--- src/rtl/fwm_pkg.sv ---
package fwm_pkg;
  // write selector codes
  typedef enum logic [1:0] {
    SEL_IRQ   = 2'd0,
    SEL_HALT  = 2'd1,
    SEL_PAUSE = 2'd2,
    SEL_ACK   = 2'd3
  } fwm_sel_e;

  // channel indices inside the threshold vector
  localparam int CH_IRQ   = 0;
  localparam int CH_HALT  = 1;
  localparam int CH_PAUSE = 2;
  localparam int NUM_CH   = 3;
endpackage

--- src/rtl/fwm_thr_regs.sv ---
module fwm_thr_regs
  import fwm_pkg::*;
#(
  parameter int W         = 7,
  parameter int IRQ_RST   = 0,
  parameter int HALT_RST  = 4,
  parameter int PAUSE_RST = 0
) (
  input  logic                       clk,
  input  logic                       rst_n,
  input  logic                       wr_en,
  input  logic [1:0]                 wr_sel,
  input  logic [W-1:0]               wr_data,
  output logic [NUM_CH-1:0][W-1:0]   thr_q
);
  for (genvar g = 0; g < NUM_CH; g++) begin : g_thr
    localparam logic [W-1:0] RST_VAL =
      (g == CH_IRQ)  ? W'(IRQ_RST)  :
      (g == CH_HALT) ? W'(HALT_RST) : W'(PAUSE_RST);
    logic hit;
    assign hit = wr_en && (wr_sel == 2'(g));
    always_ff @(posedge clk or negedge rst_n) begin
      if (!rst_n)   thr_q[g] <= RST_VAL;
      else if (hit) thr_q[g] <= wr_data;
    end
  end
endmodule

--- src/rtl/fwm_cmp.sv ---
module fwm_cmp #(
  parameter int W = 7
) (
  input  logic [W-1:0] cnt,
  input  logic [W-1:0] thr,
  output logic         below
);
  // strict less-than, zero limit means disabled
  function automatic logic under_limit(input logic [W-1:0] c, input logic [W-1:0] t);
    return (t != '0) && (c < t);
  endfunction

  assign below = under_limit(cnt, thr);
endmodule

--- src/rtl/fwm_actions.sv ---
module fwm_actions (
  input  logic clk,
  input  logic rst_n,
  input  logic below_irq,
  input  logic below_halt,
  input  logic below_pause,
  input  logic ack,
  output logic irq_set,
  output logic pause_fire,
  output logic irq,
  output logic rx_halt,
  output logic pause_req
);
  logic prev_irq_q;
  logic armed_q;

  assign irq_set    = below_irq & ~prev_irq_q;
  assign pause_fire = below_pause & armed_q;

  always_ff @(posedge clk or negedge rst_n) begin
    if (!rst_n) begin
      prev_irq_q <= 1'b0;
      irq        <= 1'b0;
    end else begin
      prev_irq_q <= below_irq;
      if (irq_set)  irq <= 1'b1;
      else if (ack) irq <= 1'b0;
    end
  end

  always_ff @(posedge clk or negedge rst_n) begin
    if (!rst_n) begin
      armed_q   <= 1'b1;
      pause_req <= 1'b0;
    end else begin
      pause_req <= pause_fire;
      if (pause_fire)       armed_q <= 1'b0;
      else if (!below_pause) armed_q <= 1'b1;
    end
  end

  always_ff @(posedge clk or negedge rst_n) begin
    if (!rst_n) rx_halt <= 1'b0;
    else        rx_halt <= below_halt;
  end
endmodule

--- src/rtl/free_wm_mon.sv ---
module free_wm_mon
  import fwm_pkg::*;
#(
  parameter int CNT_W     = 7,
  parameter int IRQ_RST   = 0,
  parameter int HALT_RST  = 4,
  parameter int PAUSE_RST = 0
) (
  input  logic             clk,
  input  logic             rst_n,
  input  logic [CNT_W-1:0] free_cnt,
  input  logic             wr_en,
  input  logic [1:0]       wr_sel,
  input  logic [CNT_W-1:0] wr_data,
  output logic [CNT_W-1:0] rd_free,
  output logic             irq,
  output logic             rx_halt,
  output logic             pause_req
);
  logic [NUM_CH-1:0][CNT_W-1:0] thr_vec;
  logic [NUM_CH-1:0]            below_vec;
  logic                         ack_req;
  logic                         irq_set;
  logic                         pause_fire;

  assign ack_req = wr_en && (wr_sel == SEL_ACK) && wr_data[0];

  fwm_thr_regs #(
    .W(CNT_W), .IRQ_RST(IRQ_RST), .HALT_RST(HALT_RST), .PAUSE_RST(PAUSE_RST)
  ) u_regs (
    .clk(clk), .rst_n(rst_n), .wr_en(wr_en), .wr_sel(wr_sel),
    .wr_data(wr_data), .thr_q(thr_vec)
  );

  for (genvar g = 0; g < NUM_CH; g++) begin : g_cmp
    fwm_cmp #(.W(CNT_W)) u_cmp (
      .cnt(free_cnt), .thr(thr_vec[g]), .below(below_vec[g])
    );
  end

  fwm_actions u_act (
    .clk(clk), .rst_n(rst_n),
    .below_irq(below_vec[CH_IRQ]), .below_halt(below_vec[CH_HALT]),
    .below_pause(below_vec[CH_PAUSE]), .ack(ack_req),
    .irq_set(irq_set), .pause_fire(pause_fire),
    .irq(irq), .rx_halt(rx_halt), .pause_req(pause_req)
  );

  always_ff @(posedge clk or negedge rst_n) begin
    if (!rst_n) rd_free <= '0;
    else        rd_free <= free_cnt;
  end
endmodule

--- config.mk ---
export PLATFORM = sky130hd
export DESIGN_NAME = free_wm_mon
export DESIGN_NICKNAME = d
export VERILOG_FILES = /design/src/rtl/fwm_pkg.sv /design/src/rtl/fwm_thr_regs.sv /design/src/rtl/fwm_cmp.sv /design/src/rtl/fwm_actions.sv /design/src/rtl/free_wm_mon.sv
export SDC_FILE = /design/constraint.sdc
export NUM_CORES = 1
export LEC_CHECK = 0
export BUFFER_PORTS_ARGS = -buffer_cell sky130_fd_sc_hd__buf_4
export CAP_MARGIN = 40
export CORE_MARGIN = 4
export CORE_UTILIZATION = 58
export CTS_CLUSTER_DIAMETER = 100
export DETAILED_ROUTE_END_ITERATION = 6
export PLACE_DENSITY = 0.83
export SYNTH_ARGS = -nofsm -noshare
export SYNTH_HDL_FRONTEND = slang
export SYNTH_SLANG_ARGS = --single-unit
--- constraint.sdc ---
create_clock -name clk -period 3.95 [get_ports clk]
set_input_delay 0.5925 -clock clk [delete_from_list [all_inputs] [get_ports clk]]
set_output_delay 0.5925 -clock clk [all_outputs]
set_load 0.02 [all_outputs]
# Word-level counts from Yosys, hierarchy flattened
# Cells that the tools add are included.
totals:
  word_cells: 36
  register_bits: 33
  in_bits: 19
  out_inout_bits: 10
classes:
  order_cmp: 3
  n_eq_ne: 4
  n_mux: 4
  bitwise: 3
  reduce_logical: 13
ops:
  columns: ["op", "count"]
  rows:
  - ["$lt 7x7->1", 3]
  - ["$reduce_bool 7->1", 3]
  - ["$logic_and 1x1->1", 8]
  - ["$eq 2x2->1 const B", 2]
  - ["$mux 1", 4]
  - ["$and 1x1->1", 2]
  - ["$eq 2x1->1 const B", 1]
  - ["$logic_not 2->1", 1]
  - ["$ne 2x2->1 const B", 1]
  - ["$reduce_bool 2->1", 1]
  - ["$not 1->1", 1]

# Logic depth before layout (Yosys ltp)
# Gate-level depths: netlist of the first run.
logic_depth:
  word_depth: 5
  depth_mapped: 6
  depth_no_buf: 6

# Modules after synthesis
# From an unflattened synthesis of the first run, not the netlist that was laid out.
unflattened:
  cells_unflattened: 129
  hier_area_um2: 1686.6
by_module_without_submodules:
  columns: ["module", "area_per_inst_um2", "seq_area_each_um2", "n_inst", "cells_per_inst"]
  rows:
  - ["fwm_thr_regs", 804.5, 526.8, 1, 45]
  - ["fwm_cmp", 178.9, 0.0, 3, 22]
  - ["free_wm_mon", 183.9, 175.2, 1, 8]
  - ["fwm_actions", 161.4, 126.4, 1, 10]

# Least setup slack after synthesis of the first run
# No wires, ideal clock.
synth_path:
  path_type: "input to register"
  startpoint: "input free_cnt[4]"
  endpoint: "register u_act.pause_req"
  path_slack_ps: 2256
  arrival_ps: 1629
  t_required_ps: 3885
  setup_ps: 65
  path_buffers: 0
  path_stages: 5
  cell_sequence: "ha_1 a21o_1 a21o_1 a221oi_2 o211a_1"
synth_between:
  elab_chain_len: 3
synth_rtl:
  columns: ["element", "line", "source"]
  rows:
  - ["from (decl)", "free_wm_mon.sv:11", "input logic [CNT_W-1:0] free_cnt,"]
  - ["$lt 7x7->1", "fwm_cmp.sv:10", "return (t != '0) && (c < t);"]
  - ["$logic_and 1x1->1", "fwm_cmp.sv:10", null]
  - ["$and 1x1->1", "fwm_actions.sv:18", "assign pause_fire = below_pause & armed_q;"]
  - ["net pause_fire", "free_wm_mon.sv:24", "logic pause_fire;"]
  - ["to (signal assigned)", "fwm_actions.sv:36", "pause_req <= pause_fire;"]
  - ["to (decl)", "fwm_actions.sv:12", "output logic pause_req"]
# The timed path passes the listed nets, and every way through them passes these cells.
# A chain may end at the register's enable or synchronous reset.

# Worst setup path after layout of the first run
layout_path:
  startpoint: "input free_cnt[6]"
  endpoint: "register u_act.irq"
layout_between:
  elab_chain_len: 4
  word_cells_on_any_way: 5
  classes_between: "order compare (1); mux (1); bitwise (1); reduce/logical (2)"
layout_rtl:
  columns: ["element", "line", "source"]
  rows:
  - ["$lt 7x7->1 (*)", "fwm_cmp.sv:10", null]
  - ["$logic_and 1x1->1 (*)", "fwm_cmp.sv:10", null]
  - ["$and 1x1->1 (*)", "fwm_actions.sv:17", "assign irq_set = below_irq & ~prev_irq_q;"]
  - ["$mux 1 / $reduce_bool 2->1 (equally long branches)", null, null]
  - ["to (signal assigned)", "fwm_actions.sv:23", "irq <= 1'b0;"]
  - ["to (signal assigned)", "fwm_actions.sv:26", "if (irq_set) irq <= 1'b1;"]
  - ["to (signal assigned)", "fwm_actions.sv:27", "else if (ack) irq <= 1'b0;"]
  - ["to (decl)", "fwm_actions.sv:10", "output logic irq,"]
# Every way passes the cells marked *; elsewhere a longest branch is shown, timed or not.

==> summary.txt, run 1 <==
CTS
  – CTS root buffer: clkbuf_4
  – CTS tree: yes
  – Worst skew pair latency: 0.33 ns
  – Hold Buf Count CTS: 0
  – TritonCTS sink count: 33
  – Clk slew on worst S/H paths: 0.10 ns
  – Post-CTS Setup Inserts: 0
  – Cts repair resizes: 0
  – CTS H-tree depth: 2
  – CTS Buf Count: 5
  – CTS max path bufs: 2

Timing
  – Clk_skew: 0.0160 ns
  – Fin Setup TNS: 0 ns
  – Final hold violations: 0
  – RSZ-0062 raised after global routing: no
  – Slew Limit Fails: 0
  – Final Setup Violations: 0
  – Hold WS: 0.172 ns
  – Worst slew pin tran: 0.619 ns
  – Final worst-path cycle share: 39.6%
  – Minimum clock period: 1.56 ns
  – Maximum clock frequency: 0.640 GHz
  – Slew margin rel.: 58.6%

Pwr
  – Max IR drop VDD: 0.299 mV
  – Pwr Density: 441 nW/µm²
  – Clock share of power: 21.0%
  – Total power: 0.836 mW
  – Combinational share of power: 27.1%
  – Leakage power: 0.946 nW
  – Net switching power: 0.257 mW
  – Int Pwr: 0.579 mW
  – Sw frac: 30.7%
  – Flop pwr share: 52.0%

Synthesis
  – Synth warnings: 0
  – Seq/Total Area, Yosys: 51.6%
  – Post-synthesis instance total: 136
  – EDFF count, synth: 0
  – Post-synth top cells: dfrtp_1, ha_1, inv_1, mux2_2, o21ai_0
  – Mapped Avg Cell Area: 11.8 µm²
  – Post-synthesis cell area: 1610 µm²
  – Library cells used by synthesis: 24
  – Asr flop ratio synth: 100%
  – Syn_nets: 173
  – Top-count cell post-synth: dfrtp_1
  – Synth Register Bits: 33
  – Post-synth top area cell: dfrtp_1
  – Main synth FF type: dfrtp_1
  – Synth top area share: 48.3%
  – Area contributors post-synth: dfrtp_1, ha_1, mux2_2, inv_1, dfstp_2

Worst setup path
  – Worst Path Max Fanout: 4
  – Crit-path leading delay family: compound AO/OA/AOI/OAI gates
  – Slowest CP cell: ha_1
  – CP required: 4.19 ns
  – Startpoint Class: primary input
  – R2R depth: 6
  – Crit. End Element: flop
  – WS Path Type: primary input to flop
  – Worst-path cell chain: buf_4 > ha_1 > a221oi_1 > o21ai_0 > o31ai_1
  – Worst path max stage delay: 0.32 ns
  – Worst path arrival time: 1.80 ns
  – Buf/Inv on CP: 1
  – Stages on worst setup path: 5
  – FF-to-FF setup slack: 2.39 ns

Layout
  – Fin nets: 207
  – Area Growth Syn to Fin: 18.2%
  – Share of cells above drive strength 1: 30.4%
  – N_diodes: 0

GRT
  – Largest net degree at the start of global routing: 34
  – Initial antenna violation count: 0
  – Met1 Use GR: 26.1%
  – Met2 usage: 35.4%
  – Global-route wire length before repair: 5.60 mm
  – Total gr overflow: 0
  – Total GRT Usage: 21.2%
  – Vias in the first global route: 1254
  – Gr busiest metal: met2
  – GRT met3 Usage: 5.53%

Floorplan
  – CORE AREA: 2570 µm²
  – I/O Pins: 29
  – Die width: 60.6 µm
  – Initial Util: 62.5%
  – Die area: 3670 µm²
  – Die Span Y: 60.6 µm
  – Core Rows: 18

Placement
  – Post-DP HPWL: 2.52 mm
  – Port Buffer Count: 28
  – Routability Congestion: 0.793

Route
  – Via density: 5.71
  – First-pass iteration count of the detailed router: 4
  – 1st-iter DRT viols: 62
  – Final Routed Wirelength: 3.20 mm
  – Post-route ant nets: 0
  – # DRC: 0
  – DR vias: 1148
  – Wire per inst: 15.9 µm

Min path
  – Worst min-delay path category: primary input to async pin

Status
  – Run status: completed

Run
  – Maxcap violations: 0
-- power groups by stage --
stage / combinational, mW / clock [mW] / sequential (mW)
floorplan: 0.130 / 0 / 0.445
global placement: 0.213 / 0 / 0.439
detailed placement: 0.225 / 0 / 0.441
CTS: 0.228 / 0.180 / 0.434
global route: 0.256 / 0.196 / 0.441
finish: 0.226 / 0.175 / 0.434
-- metal layers --
| metal | part of all wire [%] | vias up |
|---|---|---|
| met5 | 0 | - |
| met4 | 1.6 | 0 |
| met3 | 5.8 | 7 |
| met2 | 51 | 31 |
| met1 | 42 | 559 |
| li1 | - | 551 |
-- cells by family (layout without fill, tap and decap cells) --
group                      Yosys count  after routing  synth area share [%]
AOI/OAI and AO/OA                   25             25                  10.3
adders and majority gates           18             18                  14.0
buffers and inverters               19             54                  4.52
DFF                                 33             33                  51.6
muxes                               15             15                  10.5
and+or+nand+nor                     26             26                  9.04
-- cell usage in the layout (no fill, tap or decap) --
master    instances
ha_1             18
o211a_1           2
a21oi_1           6
nor4_1            3
mux2_2           15
nor3b_2           1
clkbuf_4          5
nand3_1           1
nand2b_1          3
a41oi_1           1
dfstp_2           2
nor2b_1           1
a221oi_1          1
dfrtp_1          31
nand2_1           8
nand4_1           4
a221oi_2          1
o21ai_0           9
nor2_1            1
nand3b_1          2
inv_1            18
a21o_1            4
buf_4            28
nor3_1            2
clkbuf_1          3
o31ai_1           1
-- registers in the layout (all words and copies together) (netlist names) --
register	flops
u_act.pause_req	1
u_act.rx_halt	1
rd_free	7
u_act.armed_q	1
u_act.irq	1
u_regs.thr_q	21
u_act.prev_irq_q	1
-- layout make-up --
cell class | count | area (µm²)
inverters | 18 | 67.6
clock buffers | 8 | 48.8
multi-input cells | 84 | 704
flip-flops and latches | 33 | 828
repair buffers | 28 | 210
fillers | 188 | 671
well taps | 30 | 37.5
-- worst reg2reg max path, stage by stage, from the launching register on --
cell,delay (ns)
dfrtp_1,0.38
inv_1,0.05
ha_1,0.28
a21o_1,0.16
a21o_1,0.19
a221oi_2,0.27
o211a_1,0.17
-- per-stage QoR --
step / cells / cell area, µm² / utilization, % / worst slack, ns
CTS: 201 / 1900 / 73.9 / 2.39
global route: 201 / 1900 / 73.9 / 2.25
detailed placement: 193 / 1850 / 72.0 / 2.06
floorplan: 136 / 1610 / - / 2.26
finish: 201 / 1900 / 73.9 / 2.39
global placement: 193 / 1850 / 72.0 / 2.10
-- worst paths after layout --
kind	from	endpoint
worst min register to register	u_act.prev_irq_q	u_act.irq
worst max-delay path	free_cnt[6]	u_act.irq
max in group asynchronous	rst_n	u_regs.thr_q[9]
worst min-delay path	rst_n	u_act.pause_req
min in group clk	free_cnt[2]	rd_free[2]
worst max register to register	u_regs.thr_q[18]	u_act.pause_req
(Power assumes the default switching activity.)
==> run 2: changes to the inputs <==
Settings changed: CORE_UTILIZATION 58 to 49, PLACE_DENSITY 0.83 to 0.74.
Clock period 3.95 ns to 1.4 ns, I/O delays scaled along.
==> summary.txt, run 2 (same netlist as run 1, synthesis figures left out) <==
Floorplan
  – Die area: 4260 µm²
  – Core Rows: 20
  – I/O Pins: 29
  – Initial Util: 51.7%
  – Die Span Y: 65.2 µm
  – CORE AREA: 3100 µm²
  – Die width: 65.2 µm

Worst setup path
  – Worst Path Max Fanout: 2
  – Critical path origin: u_regs.thr_q[18]
  – Reg2Reg Capture Point: u_act.pause_req
  – Startpoint Class: flop
  – Crit. End Element: flop
  – WS Path Type: flop to flop
  – FF-to-FF setup slack: -0.08 ns
  – Reg2reg start: u_regs.thr_q[18]
  – Worst path arrival time: 1.76 ns
  – R2R depth: 6
  – CP required: 1.67 ns

Min path
  – Worst Hold Path Cells: 1
  – Hold path startpoint: free_cnt[0]
  – Worst min-delay path category: primary input to flop
  – Worst Hold Endpoint: rd_free[0]

CTS
  – Worst skew pair latency: 0.33 ns
  – CTS max path bufs: 2
  – CTS root buffer: clkbuf_4
  – CTS H-tree depth: 2
  – CTS tree: yes
  – CTS Buf Count: 5
  – Clk slew on worst S/H paths: 0.11 ns
  – TritonCTS sink count: 33

Timing
  – Slew margin rel.: 72.8%
  – Clk_skew: 0.00725 ns
  – Final worst-path cycle share: 106%
  – RSZ-0062 raised after global routing: yes
  – Final Setup Violations: 3
  – Maximum clock frequency: 0.675 GHz
  – Final WS setup: -0.0813 ns
  – Final hold violations: 0
  – Minimum clock period: 1.48 ns
  – Slew Limit Fails: 0
  – Worst slew pin tran: 0.404 ns

Status
  – Violated checks: negative setup slack
  – Run status: finished, violations left

Route
  – # DRC: 0
  – First-pass iteration count of the detailed router: 4
  – 1st-iter DRT viols: 68
  – Post-route ant nets: 0
  – Via density: 5.28
  – DR vias: 1188
  – Wire per inst: 15.7 µm
  – Final Routed Wirelength: 3.53 mm

Layout
  – N_diodes: 0
  – Commonest non-fill, non-tap cells in the layout: buf_4, dfrtp_1, inv_1
  – Most flops, register: u_regs.thr_q
  – Commonest non-fill, non-tap cell in the layout: buf_4
  – Share of cells above drive strength 1: 40.9%
  – Max reg flops: 21
  – Non-Filler Instances: 225
  – Biggest regs: u_regs.thr_q (21), rd_free (7)
  – Area Growth Syn to Fin: 29.1%
  – Fin nets: 217

Pwr
  – Pwr Density: 1220 nW/µm²
  – Int Pwr: 1.71 mW
  – Net switching power: 0.812 mW
  – Combinational share of power: 30.4%
  – Max IR drop VDD: 0.794 mV
  – Leakage power: 1.00 nW
  – Sw frac: 32.3%
  – Total power: 2.52 mW
  – Clock share of power: 20.7%
  – Flop pwr share: 48.9%

GRT
  – Total gr overflow: 0
  – Largest net degree at the start of global routing: 34
  – Vias in the first global route: 1274
  – Initial antenna violation count: 0
  – Total GRT Usage: 18.3%
  – Global-route wire length before repair: 5.82 mm

Placement
  – Routability Congestion: 0.767
  – Placed insts: 214
  – Port Buffer Count: 28
  – Post-DP HPWL: 2.64 mm

Run
  – Maxcap violations: 0
## run 2: cell types whose count changed in the layout (fill, tap and decap cells not counted), moves of 2 or more
cell,before,now
inv_1,18,16
ha_1,18,15
buf_4,28,37
clkbuf_1,3,0
inv_2,0,2
clkinv_2,0,2
ha_4,0,3
o21ai_1,0,2
o21ai_0,9,6
## run 2: worst max path at each step
stage                            endpoint  cells past startpoint
final                     u_act.pause_req                      6
after global routing      u_act.pause_req                      6
after CTS                 u_act.pause_req                      6
after detailed placement        u_act.irq                      5
after global placement    u_act.pause_req                      6
after floorplan           u_act.pause_req                      6
## run 2: power by group through the flow
stage          registers, mW  clock network (mW)  logic, mW
6_report                1.23               0.521      0.765
2_1_floorplan           1.26                   0      0.367
5_1_grt                 1.25               0.576      0.857
3_5_place_dp            1.24                   0      0.669
4_1_cts                 1.22               0.536      0.705
3_3_place_gp            1.23                   0      0.631
## run 2: per-layer routing
layer	global-route usage (%)	part of all wire [%]	vias to the layer above	wire [µm]
met1	22.3	43	579	1510
met4	5.44	0.93	0	33
met3	5.30	5.3	4	189
li1	-	-	571	-
met5	0	0	-	0
met2	31.2	51	34	1800
## run 2: timing repair
| item | 4_1_cts | 5_1_grt |
|---|---|---|
| setup endpoints to repair | 3 | 4 |
| gates resized for setup | 6 | 8 |
| hold endpoints to repair | 31 | 0 |
| buffers inserted | 0 | 2 |
| hold buffers | 1 | 0 |
| pin swaps | 4 | 4 |
## run 2: worst max-delay path: stages (launching register included)
cell	delay (ns)
dfrtp_1	0.41
inv_2	0.07
ha_4	0.19
a21o_1	0.15
a21o_1	0.16
a221oi_2	0.27
o211a_1	0.18
## run 2: layout make-up
cell class	count	area, µm²
inverters	18	67.6
clock buffers	5	37.5
flip-flops and latches	33	828
fillers	258	1030
multi-input cells	84	778
clock inverters	3	17.5
well taps	44	55.1
repair buffers	38	288
## run 2: through the flow
step	area (µm²)	worst slack [ns]	utilization [%]	hold slack, ns	setup TNS (ns)
4_1_cts	2010	-0.0919	64.9	0.00477	-0.180
2_1_floorplan	1610	-0.0344	-	-0.0856	-0.0412
3_3_place_gp	1920	-0.0435	61.8	0.169	-0.0624
5_1_grt	2070	-0.159	66.8	0.00505	-0.388
3_5_place_dp	1920	-0.0901	61.8	0.174	-0.229
6_report	2070	-0.0813	66.8	0.0147	-0.114
==> run 3: changes to the inputs <==
Settings changed: CELL_PAD_IN_SITES_DETAIL_PLACEMENT set to 1, CELL_PAD_IN_SITES_GLOBAL_PLACEMENT set to 1, CORE_UTILIZATION 49 to 39, PLACE_DENSITY 0.74 to unset, PLACE_DENSITY_LB_ADDON set to 0.1.
==> summary.txt, run 3 (same netlist as run 1, synthesis figures left out) <==
Worst setup path
  – FF-to-FF setup slack: -0.05 ns
  – Worst Path Max Fanout: 2
  – CP endpoint: u_act.pause_req
  – CP required: 1.62 ns
  – WS Path Type: flop to flop
  – Reg2Reg Capture Point: u_act.pause_req
  – Reg2reg start: u_regs.thr_q[18]
  – Crit. End Element: flop
  – Worst path arrival time: 1.67 ns
  – R2R depth: 6
  – Startpoint Class: flop
  – Critical path origin: u_regs.thr_q[18]

GRT
  – Initial antenna violation count: 0
  – Total GRT Usage: 17.4%
  – Largest net degree at the start of global routing: 34
  – Global-route wire length before repair: 6.67 mm
  – Total gr overflow: 0
  – Vias in the first global route: 1345

Timing
  – Clk_skew: 0.00711 ns
  – Worst slew pin tran: 0.433 ns
  – Final worst-path cycle share: 104%
  – Final Setup Violations: 2
  – Final hold violations: 0
  – Maximum clock frequency: 0.688 GHz
  – Minimum clock period: 1.45 ns
  – Slew margin rel.: 70.9%
  – RSZ-0062 raised after global routing: yes
  – Hold WS: 0.0742 ns
  – Slew Limit Fails: 0
  – Final WS setup: -0.0529 ns

CTS
  – CTS H-tree depth: 2
  – Post-CTS Setup Inserts: 0
  – Clk slew on worst S/H paths: 0.07 ns
  – CTS root buffer: clkbuf_8
  – Worst skew pair latency: 0.28 ns
  – CTS tree: yes
  – CTS max path bufs: 2
  – TritonCTS sink count: 33
  – CTS Buf Count: 5

Pwr
  – Clock share of power: 27.3%
  – Pwr Density: 1310 nW/µm²
  – Max IR drop VDD: 0.629 mV
  – Sw frac: 29.7%
  – Net switching power: 0.797 mW
  – Combinational share of power: 26.9%
  – Int Pwr: 1.88 mW
  – Leakage power: 1.00 nW
  – Flop pwr share: 45.7%

Floorplan
  – CORE AREA: 4000 µm²
  – Die area: 5210 µm²
  – Core Rows: 23
  – Initial Util: 40.1%
  – Die width: 72.2 µm
  – I/O Pins: 29
  – Die Span Y: 72.2 µm

Status
  – Run status: finished, violations left
  – Violated checks: negative setup slack

Route
  – Post-route ant nets: 0
  – DR vias: 1172
  – # DRC: 0
  – Via density: 5.14
  – First-pass iteration count of the detailed router: 4
  – Wire per inst: 17.1 µm
  – 1st-iter DRT viols: 40
  – Final Routed Wirelength: 3.91 mm

Layout
  – Max reg flops: 21
  – Cell area after layout: 2050 µm²
  – Commonest non-fill, non-tap cell in the layout: buf_4
  – Most flops, register: u_regs.thr_q
  – N_diodes: 0
  – Area Growth Syn to Fin: 27.9%
  – Biggest regs: u_regs.thr_q (21), rd_free (7)
  – Fin nets: 214
  – Share of cells above drive strength 1: 36.5%
  – Fillers: 436
  – Commonest non-fill, non-tap cells in the layout: buf_4, dfrtp_1, inv_1, ha_1, mux2_2

Placement
  – Post-DP HPWL: 3.14 mm
  – Dpl cell area: 1920 µm²
  – Setup WS pre-CTS: -0.119 ns
  – Routability Congestion: 0.889
  – Port Buffer Count: 28

Run
  – Maxcap violations: 0

Min path
  – Worst min-delay path category: primary input to flop
run 3: changes by cell type in the layout (fill, tap and decap cells not counted), sizes merged:
| cell | before | now |
|---|---|---|
| clkinvlp | 1 | 0 |
| buf | 37 | 34 |
| clkinv | 2 | 0 |
| clkbuf | 5 | 8 |
run 3: repair_timing:
item	4_1_cts	5_1_grt
gates resized for setup	7	1
endpoints found under the hold margin	31	0
pin swaps	4	3
cloned	0	0
hold buffers	1	0
setup endpoints to repair	3	4
run 3: worst max-delay path, cell delays in order, from the launching register on:
cell and delay, ns:
dfrtp_1 0.39, inv_2 0.07, ha_4 0.19, a21o_1 0.15, a21o_1 0.15, a221oi_2 0.27
o211a_1 0.18
run 3: routing by layer:
metal / track usage [%] / part of all wire, %
met5: 0 / 0
met4: 5.64 / 1.5
met3: 5.26 / 4.6
met2: 28.7 / 50
met1: 21.8 / 44
run 3: layout make-up:
class | count | area [µm²] | area share (%)
Clock buffer | 8 | 90.1 | 4.39
Multi-Input combinational cell | 84 | 739 | 36.0
Tap cell | 50 | 62.6 | 3.05
Sequential cell | 33 | 828 | 40.3
Timing Repair Buffer | 35 | 265 | 12.9
Inverter | 18 | 67.6 | 3.29
run 3: power by group through the flow:
| stage | Combinational [mW] | Sequential, mW | Clock (mW) |
|---|---|---|---|
| 5_1_grt | 0.823 | 1.25 | 0.825 |
| 6_report | 0.722 | 1.23 | 0.732 |
| 3_3_place_gp | 0.644 | 1.23 | 0 |
| 2_1_floorplan | 0.367 | 1.26 | 0 |
| 3_5_place_dp | 0.691 | 1.24 | 0 |
| 4_1_cts | 0.729 | 1.23 | 0.758 |
run 3: per-stage QoR:
stage	cells	utilization [%]	TNS [ns]	power, mW
3_5_place_dp	219	48.0	-0.331	1.93
6_report	228	51.3	-0.0690	2.68
3_3_place_gp	219	48.0	-0.0864	1.88
5_1_grt	228	51.3	-0.349	2.89
4_1_cts	228	51.2	-0.130	2.71
2_1_floorplan	136	-	-0.0412	1.62
run 3: worst min path at each step:
stage                     cells after the start  slack [ns]        start         endpoint
after global routing                          1        0.05  free_cnt[2]       rd_free[2]
after CTS                                     1        0.06  free_cnt[1]       rd_free[1]
after global placement                        1        0.18        rst_n  u_act.pause_req
after detailed placement                      1        0.18        rst_n  u_act.pause_req
after floorplan                               0       -0.09        rst_n       rd_free[0]
final                                         1        0.07  free_cnt[5]       rd_free[5]
